File: src/rtl/peekpoke_pkg.sv
package peekpoke_pkg;

    localparam int BYTE_W = 8;

    localparam logic [BYTE_W-1:0] OP_WRITE = 8'h00;
    localparam logic [BYTE_W-1:0] OP_READ  = 8'h01;

    typedef enum logic [2:0] {
        ST_OPCODE,
        ST_ADDR,
        ST_DATA,
        ST_ACCESS,
        ST_REPLY
    } pp_state_e;

endpackage

File: src/rtl/pp_field_collect.sv
// Gathers BYTES bytes, least-significant first, into one word.
module pp_field_collect #(
    parameter int BYTES = 4
) (
    input  logic                         clk,
    input  logic                         rst,
    input  logic                         clr,
    input  logic                         load,
    input  logic [peekpoke_pkg::BYTE_W-1:0] byte_in,
    output logic [BYTES*peekpoke_pkg::BYTE_W-1:0] word,
    output logic                         last
);
    localparam int BW = peekpoke_pkg::BYTE_W;
    localparam int CW = (BYTES > 1) ? $clog2(BYTES) : 1;

    logic [CW-1:0] idx_q;

    assign last = (idx_q == CW'(BYTES - 1));

    always_ff @(posedge clk) begin
        if (rst || clr) begin
            idx_q <= '0;
        end else if (load) begin
            idx_q <= last ? '0 : idx_q + CW'(1);
        end
    end

    for (genvar g = 0; g < BYTES; g++) begin : g_lane
        always_ff @(posedge clk) begin
            if (rst || clr) begin
                word[g*BW +: BW] <= '0;
            end else if (load && (idx_q == CW'(g))) begin
                word[g*BW +: BW] <= byte_in;
            end
        end
    end

endmodule

File: src/rtl/pp_reply_ser.sv
// Emits a captured word as BYTES bytes, least-significant first.
module pp_reply_ser #(
    parameter int BYTES = 4
) (
    input  logic                         clk,
    input  logic                         rst,
    input  logic                         load,
    input  logic [BYTES*peekpoke_pkg::BYTE_W-1:0] word_in,
    input  logic                         advance,
    output logic [peekpoke_pkg::BYTE_W-1:0] byte_out,
    output logic                         last
);
    localparam int BW = peekpoke_pkg::BYTE_W;
    localparam int W  = BYTES * BW;
    localparam int CW = (BYTES > 1) ? $clog2(BYTES) : 1;

    logic [W-1:0]  shift_q;
    logic [CW-1:0] idx_q;

    assign byte_out = shift_q[BW-1:0];
    assign last     = (idx_q == CW'(BYTES - 1));

    always_ff @(posedge clk) begin
        if (rst) begin
            shift_q <= '0;
            idx_q   <= '0;
        end else if (load) begin
            shift_q <= word_in;
            idx_q   <= '0;
        end else if (advance) begin
            shift_q <= shift_q >> BW;
            idx_q   <= last ? '0 : idx_q + CW'(1);
        end
    end

endmodule

File: src/rtl/peekpoke_bridge.sv
module peekpoke_bridge #(
    parameter int ADDR_W = 32,
    parameter int DATA_W = 32
) (
    input  logic              clk,
    input  logic              rst,
    input  logic [7:0]        in_data,
    input  logic              in_valid,
    output logic              in_ready,
    output logic [7:0]        out_data,
    output logic              out_valid,
    input  logic              out_ready,
    output logic              mem_req,
    output logic              mem_we,
    output logic [ADDR_W-1:0] mem_addr,
    output logic [DATA_W-1:0] mem_wdata,
    input  logic [DATA_W-1:0] mem_rdata,
    input  logic              mem_ack,
    output logic              err_flag
);
    import peekpoke_pkg::*;

    localparam int ADDR_BYTES = ADDR_W / BYTE_W;
    localparam int DATA_BYTES = DATA_W / BYTE_W;

    pp_state_e state_q, state_d;
    logic      is_read_q;
    logic      err_q;
    logic      in_fire, out_fire;
    logic      op_valid;
    logic      addr_last, data_last, reply_last;
    logic      addr_load, data_load, field_clr, reply_load;

    assign in_fire  = in_valid && in_ready;
    assign out_fire = out_valid && out_ready;
    assign op_valid = (in_data == OP_WRITE) || (in_data == OP_READ);

    assign field_clr  = in_fire && (state_q == ST_OPCODE);
    assign addr_load  = in_fire && (state_q == ST_ADDR);
    assign data_load  = in_fire && (state_q == ST_DATA);
    assign reply_load = (state_q == ST_ACCESS) && mem_ack && is_read_q;

    pp_field_collect #(.BYTES(ADDR_BYTES)) addr_col_i (
        .clk     (clk),
        .rst     (rst),
        .clr     (field_clr),
        .load    (addr_load),
        .byte_in (in_data),
        .word    (mem_addr),
        .last    (addr_last)
    );

    pp_field_collect #(.BYTES(DATA_BYTES)) data_col_i (
        .clk     (clk),
        .rst     (rst),
        .clr     (field_clr),
        .load    (data_load),
        .byte_in (in_data),
        .word    (mem_wdata),
        .last    (data_last)
    );

    pp_reply_ser #(.BYTES(DATA_BYTES)) reply_i (
        .clk      (clk),
        .rst      (rst),
        .load     (reply_load),
        .word_in  (mem_rdata),
        .advance  (out_fire),
        .byte_out (out_data),
        .last     (reply_last)
    );

    // State register
    always_ff @(posedge clk) begin
        if (rst) begin
            state_q <= ST_OPCODE;
        end else begin
            state_q <= state_d;
        end
    end

    // Command kind and sticky error
    always_ff @(posedge clk) begin
        if (rst) begin
            is_read_q <= 1'b0;
            err_q     <= 1'b0;
        end else if (field_clr) begin
            if (op_valid) begin
                is_read_q <= (in_data == OP_READ);
            end else begin
                err_q <= 1'b1;
            end
        end
    end

    // Next state
    always_comb begin
        state_d = state_q;
        unique case (state_q)
            ST_OPCODE: begin
                if (in_fire && op_valid) state_d = ST_ADDR;
            end
            ST_ADDR: begin
                if (in_fire && addr_last) state_d = is_read_q ? ST_ACCESS : ST_DATA;
            end
            ST_DATA: begin
                if (in_fire && data_last) state_d = ST_ACCESS;
            end
            ST_ACCESS: begin
                if (mem_ack) state_d = is_read_q ? ST_REPLY : ST_OPCODE;
            end
            ST_REPLY: begin
                if (out_fire && reply_last) state_d = ST_OPCODE;
            end
            default: state_d = ST_OPCODE;
        endcase
    end

    // Outputs
    always_comb begin
        in_ready  = 1'b0;
        mem_req   = 1'b0;
        out_valid = 1'b0;
        unique case (state_q)
            ST_OPCODE, ST_ADDR, ST_DATA: in_ready  = 1'b1;
            ST_ACCESS:                   mem_req   = 1'b1;
            ST_REPLY:                    out_valid = 1'b1;
            default: ;
        endcase
    end

    assign mem_we   = !is_read_q;
    assign err_flag = err_q;

endmodule

File: config.mk
export PLATFORM = sky130hd
export DESIGN_NAME = peekpoke_bridge
export DESIGN_NICKNAME = d
export VERILOG_FILES = /design/src/rtl/peekpoke_pkg.sv /design/src/rtl/pp_field_collect.sv /design/src/rtl/pp_reply_ser.sv /design/src/rtl/peekpoke_bridge.sv
export SDC_FILE = /design/constraint.sdc
export NUM_CORES = 1
export LEC_CHECK = 0
export ABC_AREA = 1
export ABC_CLOCK_PERIOD_IN_PS = 3300
export BUFFER_PORTS_ARGS = -buffer_cell sky130_fd_sc_hd__buf_2
export CORE_UTILIZATION = 30
export CTS_BUF_LIST = sky130_fd_sc_hd__clkbuf_4
export DETAILED_ROUTE_END_ITERATION = 10
export GPL_ROUTABILITY_DRIVEN = 0
export GPL_TIMING_DRIVEN = 0
export SLEW_MARGIN = 10
export SYNTH_ARGS = -nofsm -noshare
export SYNTH_HDL_FRONTEND = slang
export SYNTH_SLANG_ARGS = --single-unit
File: constraint.sdc
create_clock -name clk -period 3.3 [get_ports clk]
set_input_delay 0.165 -clock clk [delete_from_list [all_inputs] [get_ports clk]]
set_output_delay 0.165 -clock clk [all_outputs]
set_load 0.05 [all_outputs]
# After elaboration in Yosys (flattened, before gate mapping)
# Cells that the tools add are included.
# word_totals
latch_bits	0
romBits	0
register_bits	107
n_memories	0
ram_bits	0
elab_cells	84
inputBits	45
output_inout_bits	77
# classes
n_eq_ne	17
bitwise	1
n_mul	0
addsub	3
magnitude_cmp	0
div	0
mux	16
n_reduce_logical	32
shifts	0
# op_table
cell	n
32-bit 2-to-1 mux	2
1-bit logical AND	19
3-bit 2-to-1 mux	6
3-bit one-hot mux with 5 select lines	1
2-bit == test, second input constant	5
8-bit by 1-bit == test with 1-bit output, second input constant	1
8-bit logical NOT	1
2-bit by 1-bit adder with 2-bit output, second input constant	3
3-bit by 2-bit == test with 1-bit output, second input constant	2
2-bit 2-to-1 mux	3
2-bit by 1-bit != test with 1-bit output, second input constant	3
5-bit AND reduction	1
2-bit by 1-bit == test with 1-bit output, second input constant	2
2-bit logical NOT	2
1-bit 2-to-1 mux	4
2-bit != test, second input constant	2
2-bit AND reduction	2
3-bit by 1-bit == test with 1-bit output, second input constant	1
3-bit == test, second input constant	1
3-bit logical NOT	1
3-bit OR reduction	1
1-bit logical OR	2
2-bit nonzero test	1
2-bit OR reduction	1
other kinds (2)	2

# Longest topological paths before layout
# logic_depth
depth_word	7
depth_mapped	9
depth_no_buf	8

# Hierarchy
# From an unflattened synthesis, not the netlist that was laid out.
# unflattened
cells_unflattened	768
hier_area_um2	5163.7
# by_module_without_submodules
module	n_inst	seq_area_each_um2	cells_each	area_each_um2
pp_field_collect	2	680.7	223	1534.0
pp_reply_ser	1	680.7	249	1684.1
peekpoke_bridge	1	100.1	73	411.6

# Least setup slack after synthesis
# No wires, ideal clock.
# synth_timing
kind	register to register
from	reg state_q[1]
to	reg reply_i.shift_q[14]
n_path_buf	2
slack_ns	1.450
required_time_ns	3.168
t_arrival_ns	1.717
setup_time_ns	0.132
synth_period_minus_slack_ns	1.850
stages_incl_launch_ff	10
path_cell_list	dfxtp_1 > buf_2 > nand2_1 > nor2_2 > nand3_2 > clkinv_2 > nor2_4 > buf_4 > nand2_1 > a21oi_1
# synth_via
elab_chain_len	4
elab_cells_between_ends	8
classes_between	eq/ne: 2; mux: 2; reduce/logical: 4
# synth_rtl
element	line	rtl
start: declaration	peekpoke_bridge.sv:26	pp_state_e state_q, state_d;
start signal: assignment	peekpoke_bridge.sv:78	state_q <= state_d;
3-bit == test or 3-bit by 2-bit == test with 1-bit output (tied branches)	peekpoke_bridge.sv:124, peekpoke_bridge.sv:41	
1-bit 2-to-1 mux or 1-bit logical AND (tied branches)	peekpoke_bridge.sv:124, peekpoke_bridge.sv:41	
1-bit logical AND (on tied branches)	peekpoke_bridge.sv:35, peekpoke_bridge.sv:41	
2-bit nonzero test (no line) or 32-bit 2-to-1 mux (tied branches)	-	
end signal: assignment	pp_reply_ser.sv:28	shift_q <= word_in;
end signal: assignment	pp_reply_ser.sv:31	shift_q <= shift_q >> BW;
end: declaration	pp_reply_ser.sv:17	logic [W-1:0] shift_q;
# Several ways; a longest one is shown, not always the timed one.
# A chain may end at the register's enable or synchronous reset.

# Worst setup path in the final report
# layout_timing
from	reg state_q[2]
to	out out_valid
# layout_via
elab_chain_len	2
# layout_rtl
element	line	rtl
3-bit == test	peekpoke_bridge.sv:124	unique case (state_q)
1-bit 2-to-1 mux	peekpoke_bridge.sv:124	
end: declaration	peekpoke_bridge.sv:11	output logic out_valid,
# Every way passes these cells.

==> flow_metrics.tcl <==
set metrics [dict create \
    result_of_the_run "completed" \
    power_per_cell_area_nw_per_um2 373 \
    clock_sink_count 107 \
    tightest_slew_ns 0.580 \
    r2r_start "state_q[2]$_SDFFE_PP0P_" \
    tritoncts_clock_tree "yes" \
    timing.hold.worst_path_depth 6 \
    layout.core_utilization_pct 40.5 \
    fin_crit_sh_pct 53.6 \
    holdPathEnd "state_q[0]$_SDFFE_PP0P_" \
    n_fill_cell 1490 \
    max_freq_mhz 565 \
    p_leak_uw 0.00228 \
    ff2ff_path_depth 6 \
    total_global_routing_overflow 0 \
    area_delta_synth_final_pct 30.2 \
    initialDrtViolationCount 268 \
    synthesis.yosys.warnings 0 \
    worstPathArrival_ns 1.60 \
    cpPeakStageDelay_ns 0.34 \
    setup_total_negative_slack_ns 0 \
    cts.root.buffer_cell "clkbuf_4" \
    die_h_um 122 \
    final_report_setup_violation_count 0 \
    via_count 4322 \
    crit_slowest_cell "dfxtp_1" \
    synth_top_area_share_pct 49.2 \
    vdd_ir_drop_max_v 0.000197 \
    layout.nets 791 \
    clock_insertion_delay_worst_skew_ns 0.50 \
    timing.max_cap.violations 0 \
    critical-path-top-delay-family "buffers and inverters" \
    synth.top_cells.by_area "dfxtp_1 49%, nand2_1 11%, a21oi_1 10%" \
    critical_path.max_fanout 8 \
    initial_antenna_violation_count 1 \
    worst_r2r_endpoint "data_col_i.word[31]$_SDFFE_PP0P_" \
    syn_nets 624 \
    detailed_place_hpwl_mm 8.65 \
    first_global_vias 3967 \
    worst_clock_skew_ns 0.0197 \
    globalRouteTotalUtil_pct 17.3 \
    cts_buffers 9 \
    yosysSeqAreaShare_pct 49.2 \
    pins_over_their_slew_limit 0 \
    mappedNetlistArea_um2 4350 \
    post-place-ws_ns 1.57 \
    setup_slack_ns 1.53 \
    grt_pass1_wl_mm 19.8 \
    relSlewSlack_pct 61.3 \
    core_um2 14000 \
    synth.distinct_cells 25 \
    worst_setup_path_end_kind "primary output" \
    critPathLaunchType "flip-flop" \
    insertedDiodeCount 0 \
    clkSlewWorstSetupHoldPaths_ns 0.17 \
    clock_tree.htree_level_count 3 \
    critical_path_required_ns 3.13 \
    dieArea_um2 15000 \
    avg_wl_per_cell_um 13.7 \
    drtAntennaViolNets 0 \
    worst_path_most_repeated_cell "buf_2" \
    floorplan.initialDensity_pct 31.1 \
    finalHoldViolations 0 \
    worstPathCellList "buf_2 > nand2_1 > nor2_2 > buf_2" \
    postSynthRegisterBits 107 \
    max-clock-path-buffers 2 \
    vias_per_std_cell 4.69 \
    ios 122 \
    detail_route.drc_violations 0 \
    hold_start "mem_ack" \
    post-synth-top-area-cell "dfxtp_1" \
    critical_path.n_buffers_inverters 2 \
    wirelength_mm 12.6 \
    ff2ff_setup_slack_ns 1.56 \
    floorplan.die.width_um 122 \
    final_layout_size_suffix_gt1_share_pct 23.0 \
    finalWorstPathRequiredPeriod_ns 1.77 \
    drt_first_pass_iters 4 \
    critical_path_class "reg2out" \
    port-buffer-count 118 \
    syn-mean-instance-area_um2 7.63 \
    cell_count_after_synthesis 570 \
    grt_start_max_net_pins 18 \
    postCtsSetupBuffers 0 \
    number_of_rows_created_at_floorplan 43 \
    timing.hold.worst.class "in2reg" \
    unrepaired_setup_endpoints_after_global_routing "false" \
]
## cell usage in the layout, fill, tap and decap left out, types with 12 or more instances in the layout
cell             n
a21oi_1         91
a31oi_1         17
buf_2          130
buf_4           12
clkbuf_1        16
dfxtp_1        107
dlygate4sd3_1   38
inv_1           25
nand2_1        130
nand3_1         42
nor2_1          64
o21ai_0         19
## flip-flops by register name, indices dropped and copies added (netlist names)
signal            count
reply_i.idx_q         2
err_flag              1
addr_col_i.word      32
data_col_i.word      32
reply_i.shift_q      32
addr_col_i.idx_q      2
state_q               3
is_read_q             1
data_col_i.idx_q      2
## cell families after synthesis
group	share of synthesized area [%]
AOI/OAI and AO/OA	16.3
xor gates and xnor gates	0.201
adders and majority gates	2.59
buffers and inverters	7.94
DFF	49.2
and+or+nand+nor	23.7
## worst min-delay path: stages
cell,delay (ns)
buf_2,0.10
inv_1,0.04
nand2_1,0.05
nand2_1,0.07
inv_1,0.05
a21oi_1,0.05
## worst max path at each step
stage,startpoint,endpoint,slack [ns],cells after the start
global route,state_q[2]$_SDFFE_PP0P_,out_valid,1.39,4
CTS,state_q[2]$_SDFFE_PP0P_,out_valid,1.49,4
floorplan,state_q[1]$_SDFFE_PP0P_,reply_i.shift_q[14]$_SDFFE_PP0P_,1.45,9
global placement,state_q[2]$_SDFFE_PP0P_,data_col_i.word[23]$_SDFFE_PP0P_,1.57,6
finish,state_q[2]$_SDFFE_PP0P_,out_valid,1.53,4
detailed placement,state_q[2]$_SDFFE_PP0P_,data_col_i.word[31]$_SDFFE_PP0P_,1.57,6
## stage by stage
| step | instance area, µm² | cells | hold slack (ns) | total power [µW] |
|---|---|---|---|---|
| after CTS | 5660 | 922 | 0.0143 | 2140 |
| after global routing | 5660 | 922 | 0.0685 | 2220 |
| after detailed placement | 5170 | 868 | 0.421 | 1490 |
| final | 5660 | 922 | 0.0457 | 2110 |
| after global placement | 5170 | 868 | 0.421 | 1490 |
| after floorplan | 4350 | 570 | 0.307 | 1420 |
## layer usage
| metal | GRT usage (%) | vias up | routed length [µm] |
|---|---|---|---|
| met2 | 27.6 | 123 | 5730 |
| li1 | - | 2205 | - |
| met1 | 22.4 | 1977 | 5970 |
| met5 | 0 | - | 10 |
| met3 | 4.88 | 15 | 791 |
| met4 | 5.49 | 2 | 137 |
## cell usage after synthesis
cell and instances:
clkinv_2 1, nor3_2 1, xor2_1 1, inv_2 1
nor3_1 3, o21ai_0 19, inv_1 25, buf_6 2
clkbuf_1 16, dfxtp_1 107, nand3_2 1, inv_4 1
a21oi_1 91, buf_4 12, buf_1 1, nand3_1 42
nand2_1 130, buf_2 12, nor2_1 64, nand2_4 1
nor2_2 4, ha_1 9, a31oi_1 17, nor2_4 2
a211oi_1 7
## where the power goes
part,switching (µW),total [µW],internal [µW]
registers,5.82,1300,1300
clock network,456,620,164
logic,116,190,74.5
## layout make-up
type / instances / area [µm²] / share of cell area [%]
Sequential cell: 107 / 2140 / 37.8
Tap cell: 180 / 225 / 3.98
Clock inverter: 6 / 41.3 / 0.729
Timing Repair Buffer: 156 / 971 / 17.1
Inverter: 28 / 109 / 1.92
Multi-Input combinational cell: 392 / 1860 / 32.9
Clock buffer: 10 / 75.1 / 1.33
Buffer: 43 / 236 / 4.18
## repair_timing
item | CTS | global route
hold buffers | 38 | 0
hold endpoints to repair | 48 | 0
resized for setup | 0 | 0
Note: power is estimated with default switching activity, not from simulation.
